File: src/rtl/pla_pkg.sv
package pla_pkg;

  typedef enum logic [1:0] {
    LIT_SKIP = 2'b00,
    LIT_TRUE = 2'b01,
    LIT_COMP = 2'b10,
    LIT_KILL = 2'b11
  } lit_e;

  localparam logic CFG_SEL_AND = 1'b0;
  localparam logic CFG_SEL_OR  = 1'b1;

  // Contribution of one input literal to a product.
  function automatic logic lit_pass(input logic [1:0] code, input logic x);
    logic r;
    case (lit_e'(code))
      LIT_SKIP: r = 1'b1;
      LIT_TRUE: r = x;
      LIT_COMP: r = ~x;
      default:  r = 1'b0;
    endcase
    return r;
  endfunction

  // Default literal of input i in product p (4 shared products).
  function automatic lit_e default_lit(input int p, input int i);
    lit_e r;
    r = LIT_SKIP;
    case (p)
      0: r = (i == 2) ? LIT_COMP : (i == 1) ? LIT_TRUE : (i == 0) ? LIT_COMP : LIT_SKIP;
      1: r = (i == 2) ? LIT_TRUE : (i == 1) ? LIT_COMP : (i == 0) ? LIT_COMP : LIT_SKIP;
      2: r = (i == 2) ? LIT_COMP : (i == 0) ? LIT_TRUE : LIT_SKIP;
      3: r = (i == 2) ? LIT_TRUE : (i == 1) ? LIT_TRUE : LIT_SKIP;
      default: r = LIT_SKIP;
    endcase
    return r;
  endfunction

  // Default link of product p to output o.
  function automatic logic default_link(input int o, input int p);
    logic r;
    case (o)
      2: r = (p == 0) || (p == 1) || (p == 2);
      1: r = (p == 0) || (p == 3);
      0: r = (p == 1) || (p == 3);
      default: r = 1'b0;
    endcase
    return r;
  endfunction

endpackage

File: src/rtl/pla_and_plane.sv
module pla_and_plane
  import pla_pkg::*;
#(
  parameter int NI = 3,
  parameter int NP = 4,
  parameter int RW = 2
) (
  input  logic                 clk,
  input  logic                 rst,
  input  logic                 wr_en,
  input  logic [RW-1:0]        wr_row,
  input  logic [2*NI-1:0]      wr_data,
  input  logic [NI-1:0]        in_bits,
  output logic [NP-1:0]        prod,
  output logic [NP*NI*2-1:0]   cells_flat
);

  localparam int CW = 2 * NI;

  logic [CW-1:0] row_q [NP];

  function automatic logic [CW-1:0] default_row(input int p);
    logic [CW-1:0] r;
    r = '0;
    for (int i = 0; i < NI; i++) r[2*i +: 2] = default_lit(p, i);
    return r;
  endfunction

  function automatic logic term_eval(input logic [CW-1:0] cells, input logic [NI-1:0] x);
    logic acc;
    acc = 1'b1;
    for (int i = 0; i < NI; i++) acc = acc & lit_pass(cells[2*i +: 2], x[i]);
    return acc;
  endfunction

  always_ff @(posedge clk) begin
    if (rst) begin
      for (int p = 0; p < NP; p++) row_q[p] <= default_row(p);
    end else if (wr_en) begin
      for (int p = 0; p < NP; p++) begin
        if (wr_row == RW'(p)) row_q[p] <= wr_data;
      end
    end
  end

  for (genvar p = 0; p < NP; p++) begin : g_term
    assign prod[p]                    = term_eval(row_q[p], in_bits);
    assign cells_flat[p*CW +: CW]     = row_q[p];
  end

endmodule

File: src/rtl/pla_or_plane.sv
module pla_or_plane
  import pla_pkg::*;
#(
  parameter int NP = 4,
  parameter int NO = 3,
  parameter int RW = 2
) (
  input  logic               clk,
  input  logic               rst,
  input  logic               wr_en,
  input  logic [RW-1:0]      wr_row,
  input  logic [NP-1:0]      wr_data,
  input  logic [NP-1:0]      prod,
  output logic [NO-1:0]      sums,
  output logic [NO*NP-1:0]   links_flat
);

  logic [NP-1:0] link_q [NO];

  function automatic logic [NP-1:0] default_links(input int o);
    logic [NP-1:0] r;
    for (int p = 0; p < NP; p++) r[p] = default_link(o, p);
    return r;
  endfunction

  function automatic logic sum_eval(input logic [NP-1:0] links, input logic [NP-1:0] terms);
    return |(links & terms);
  endfunction

  always_ff @(posedge clk) begin
    if (rst) begin
      for (int o = 0; o < NO; o++) link_q[o] <= default_links(o);
    end else if (wr_en) begin
      for (int o = 0; o < NO; o++) begin
        if (wr_row == RW'(o)) link_q[o] <= wr_data;
      end
    end
  end

  for (genvar o = 0; o < NO; o++) begin : g_sum
    assign sums[o]                   = sum_eval(link_q[o], prod);
    assign links_flat[o*NP +: NP]    = link_q[o];
  end

endmodule

File: src/rtl/pla_array.sv
module pla_array
  import pla_pkg::*;
#(
  parameter  int NI = 3,
  parameter  int NP = 4,
  parameter  int NO = 3,
  localparam int ROWS = (NP > NO) ? NP : NO,
  localparam int RW = (ROWS > 2) ? $clog2(ROWS) : 1,
  localparam int DW = (2 * NI > NP) ? 2 * NI : NP
) (
  input  logic          clk,
  input  logic          rst,
  input  logic          cfg_we,
  input  logic          cfg_sel,
  input  logic [RW-1:0] cfg_row,
  input  logic [DW-1:0] cfg_data,
  input  logic [NI-1:0] in_bits,
  output logic [NO-1:0] out_bits
);

  // Named internal events and state, visible to the bound checker.
  logic                 and_wr;
  logic                 or_wr;
  logic [NP-1:0]        prod_vec;
  logic [NP*NI*2-1:0]   and_flat;
  logic [NO*NP-1:0]     or_flat;

  assign and_wr = cfg_we && (cfg_sel == CFG_SEL_AND);
  assign or_wr  = cfg_we && (cfg_sel == CFG_SEL_OR);

  pla_and_plane #(.NI(NI), .NP(NP), .RW(RW)) and_i (
    .clk        (clk),
    .rst        (rst),
    .wr_en      (and_wr),
    .wr_row     (cfg_row),
    .wr_data    (cfg_data[2*NI-1:0]),
    .in_bits    (in_bits),
    .prod       (prod_vec),
    .cells_flat (and_flat)
  );

  pla_or_plane #(.NP(NP), .NO(NO), .RW(RW)) or_i (
    .clk        (clk),
    .rst        (rst),
    .wr_en      (or_wr),
    .wr_row     (cfg_row),
    .wr_data    (cfg_data[NP-1:0]),
    .prod       (prod_vec),
    .sums       (out_bits),
    .links_flat (or_flat)
  );

endmodule

File: config.mk
export PLATFORM = sky130hd
export DESIGN_NAME = pla_array
export DESIGN_NICKNAME = d
export VERILOG_FILES = /design/src/rtl/pla_pkg.sv /design/src/rtl/pla_and_plane.sv /design/src/rtl/pla_or_plane.sv /design/src/rtl/pla_array.sv
export SDC_FILE = /design/constraint.sdc
export NUM_CORES = 1
export LEC_CHECK = 0
export ABC_AREA = 1
export CORE_UTILIZATION = 55
export CTS_CLUSTER_SIZE = 10
export DETAILED_ROUTE_END_ITERATION = 12
export PLACE_DENSITY_LB_ADDON = 0.1
export SYNTH_ARGS = -nofsm -noshare
export SYNTH_HDL_FRONTEND = slang
export SYNTH_HIERARCHICAL = 1
export SYNTH_SLANG_ARGS = --single-unit
File: constraint.sdc
create_clock -name clk -period 2.1 [get_ports clk]
set_input_delay 0.42 -clock clk [delete_from_list [all_inputs] [get_ports clk]]
set_output_delay 0.42 -clock clk [all_outputs]
set_load 0.03 [all_outputs]
==> impl_metrics.json <==
{
  "crit_path_start": "in_bits[2]",
  "nNetsFinal": 244,
  "ys.flop_type": "edfxtp_1",
  "setup_viol": 0,
  "stdcell_area_um2": 2060,
  "place_congestion": 0.845,
  "antenna_found_initial": 0,
  "core_um2": 3050,
  "cts_buffers": 5,
  "grt_pass1_wl_um": 5460,
  "cpMostUsedCell": "nand2_1",
  "cts_sinks": 36,
  "crit_fanout": 5,
  "antenna_cells": 0,
  "wirelength_um": 3360,
  "initial_core_util": 0.580,
  "ys_types": 13,
  "yosysMostFrequentCell": "nand2_1",
  "start_kind": "input port",
  "root_buffer": "clkbuf_4",
  "netlist_area_um2": 1770,
  "yosys-top-cells-count": "67 x nand2_1, 45 x inv_1, 36 x edfxtp_1",
  "crit_chain": "dlygate4sd2_1 > inv_2 > nand2_1 > nand2_1 > nand2_1 > nor2_2 > nand2_1 > nand2_1 > inv_1 > nand2_1 > buf_4",
  "rsz0062_at_grt": "false",
  "synth.area.top_cells": "edfxtp_1 61%, nand2_1 14%, inv_1 9.5%",
  "whs_path_depth": 3,
  "worst_setup_path_end_kind": "output port",
  "grt_overflow": 0,
  "whs_endpoint": "and_i/row_q[3][4]",
  "cp.required_ps": 1680,
  "leakagePower_nw": 0.960,
  "synth_area_per_cell_um2": 8.72,
  "crit_arrival_ps": 1540,
  "syn-instance-count": 203,
  "cts.clk_slew.worst_paths_ps": 100,
  "die_x_um": 58.7,
  "tightest_slew_ps": 372,
  "synth_edf_count": 36,
  "synth.largest_area_cell": "edfxtp_1",
  "via_per_inst": 4.94,
  "dpl_worst_slack_ps": -198,
  "fill_cells": 282,
  "cts_setup_buffers": 0,
  "maxSlewHeadroom": 0.751,
  "drive_gt1_frac": 0.104,
  "min_period_ps": 1960,
  "postCtsHoldBufs": 0,
  "numPortBuffers": 17,
  "multi_input_area_um2": 507,
  "rows": 20,
  "cp_slowest_cell": "dlygate4sd2_1",
  "critPathMaxStageDelay_ps": 300,
  "cp_top_family": "buffers and inverters",
  "p_total_mw": 1.38,
  "cts_max_path_buffers": 2,
  "maxSlewViolCount": 0,
  "post-route-period-util": 0.936,
  "drc": 0,
  "synth_top_area_frac": 0.611,
  "tns_ps": 0,
  "first_pass_iters": 4,
  "power.density_nw_per_um2": 669,
  "grt_max_degree": 12,
  "place_area_um2": 2010,
  "critPathBufInv": 4,
  "finalWorstSetupSlack_ps": 135,
  "synth_fp_nets": 218,
  "hold_path_startpoint": "cfg_data[4]",
  "num_vias": 1354,
  "htree_levels": 2,
  "cts_resized": 9,
  "fmax_ghz": 0.509,
  "regArea_um2": 1080,
  "die_area_um2": 3450,
  "globalRouteTotalUtil": 0.220,
  "area_growth_pct": 16.4,
  "hold_viol": 0,
  "ys_seq_elements": 36,
  "grt_pass1_vias": 1234,
  "hpwl_um": 2600,
  "wire_per_inst_um": 12.2,
  "async_flop_share": 0,
  "drtIter0Drc": 67,
  "worstHoldPathType": "input port to flip-flop",
  "cp.depth": 11,
  "ys_seq_area_frac": 0.611,
  "ir_worst_vdd_mv": 0.373,
  "critPathKind": "input port to output port",
  "drtAntennaViolNets": 0,
  "yosysWarnings": 6,
  "io_pins": 18,
  "tritoncts": "done",
  "maxCapViolCount": 0,
  "die_h_um": 58.7,
  "status": "finished, final reports clean"
}
-- worst max path at each step --
stage	end	slack, ps
after floorplan	and_i/row_q[1][0]	500
after global placement	out_bits[1]	-190
after detailed placement	out_bits[2]	-200
after CTS	out_bits[1]	120
after global routing	out_bits[1]	40
final	out_bits[1]	140
-- report_power, final --
| group | switching (mW) | internal (mW) | leakage (nW) | total (mW) |
|---|---|---|---|---|
| clock | 0.210 | 0.129 | 0.0269 | 0.339 |
| combinational | 0.121 | 0.0664 | 0.580 | 0.188 |
| sequential | 0.0128 | 0.839 | 0.353 | 0.852 |
| total | 0.344 | 1.03 | 0.960 | 1.38 |
-- registers in the layout (all words and copies together) (netlist names) --
register / count
and_i/row_q: 24
or_i/link_q: 12
-- layer usage --
layer / vias to the layer above / share of wire / track usage / routed length (µm)
met5: - / 0 / 0 / 0
met4: 0 / 0.0066 / 0.0918 / 22
met3: 2 / 0.068 / 0.0462 / 227
met2: 47 / 0.47 / 0.349 / 1590
met1: 614 / 0.45 / 0.295 / 1510
li1: 691 / - / - / -
-- area by class of cell --
cell class / count / share of cell area
clock buffer: 7 / 0.0219
clock inverter: 1 / 0.00182
inverter: 46 / 0.0838
multi-input combinational: 118 / 0.246
sequential: 36 / 0.525
tap: 44 / 0.0267
timing repair buffer: 22 / 0.0953
-- placed cells by master, fill, tap and decap left out, drive strengths merged --
cell type	instances
buf	8
inv	46
clkbuf	7
edfxtp	36
nand2	68
clkinv	1
clkdlybuf4s50	11
nand3	10
nand4	9
o21ai	5
nor2	26
dlygate4sd2	3
-- cell families (layout without fill, tap and decap cells) --
kind of cell,count (synthesis),count (layout),synth area share
compound gates,5,5,0.0141
buf+inv,49,76,0.109
flops,36,36,0.611
simple gates,113,113,0.266
-- per-stage QoR --
| stage | hold WS (ps) | std cells | util |
|---|---|---|---|
| after floorplan | 599 | 203 | - |
| after global placement | 1040 | 266 | 0.657 |
| after detailed placement | 1050 | 266 | 0.657 |
| after CTS | 782 | 274 | 0.675 |
| after global routing | 793 | 274 | 0.675 |
| final | 790 | 274 | 0.675 |
No activity file was read; power rests on OpenSTA's default activity.
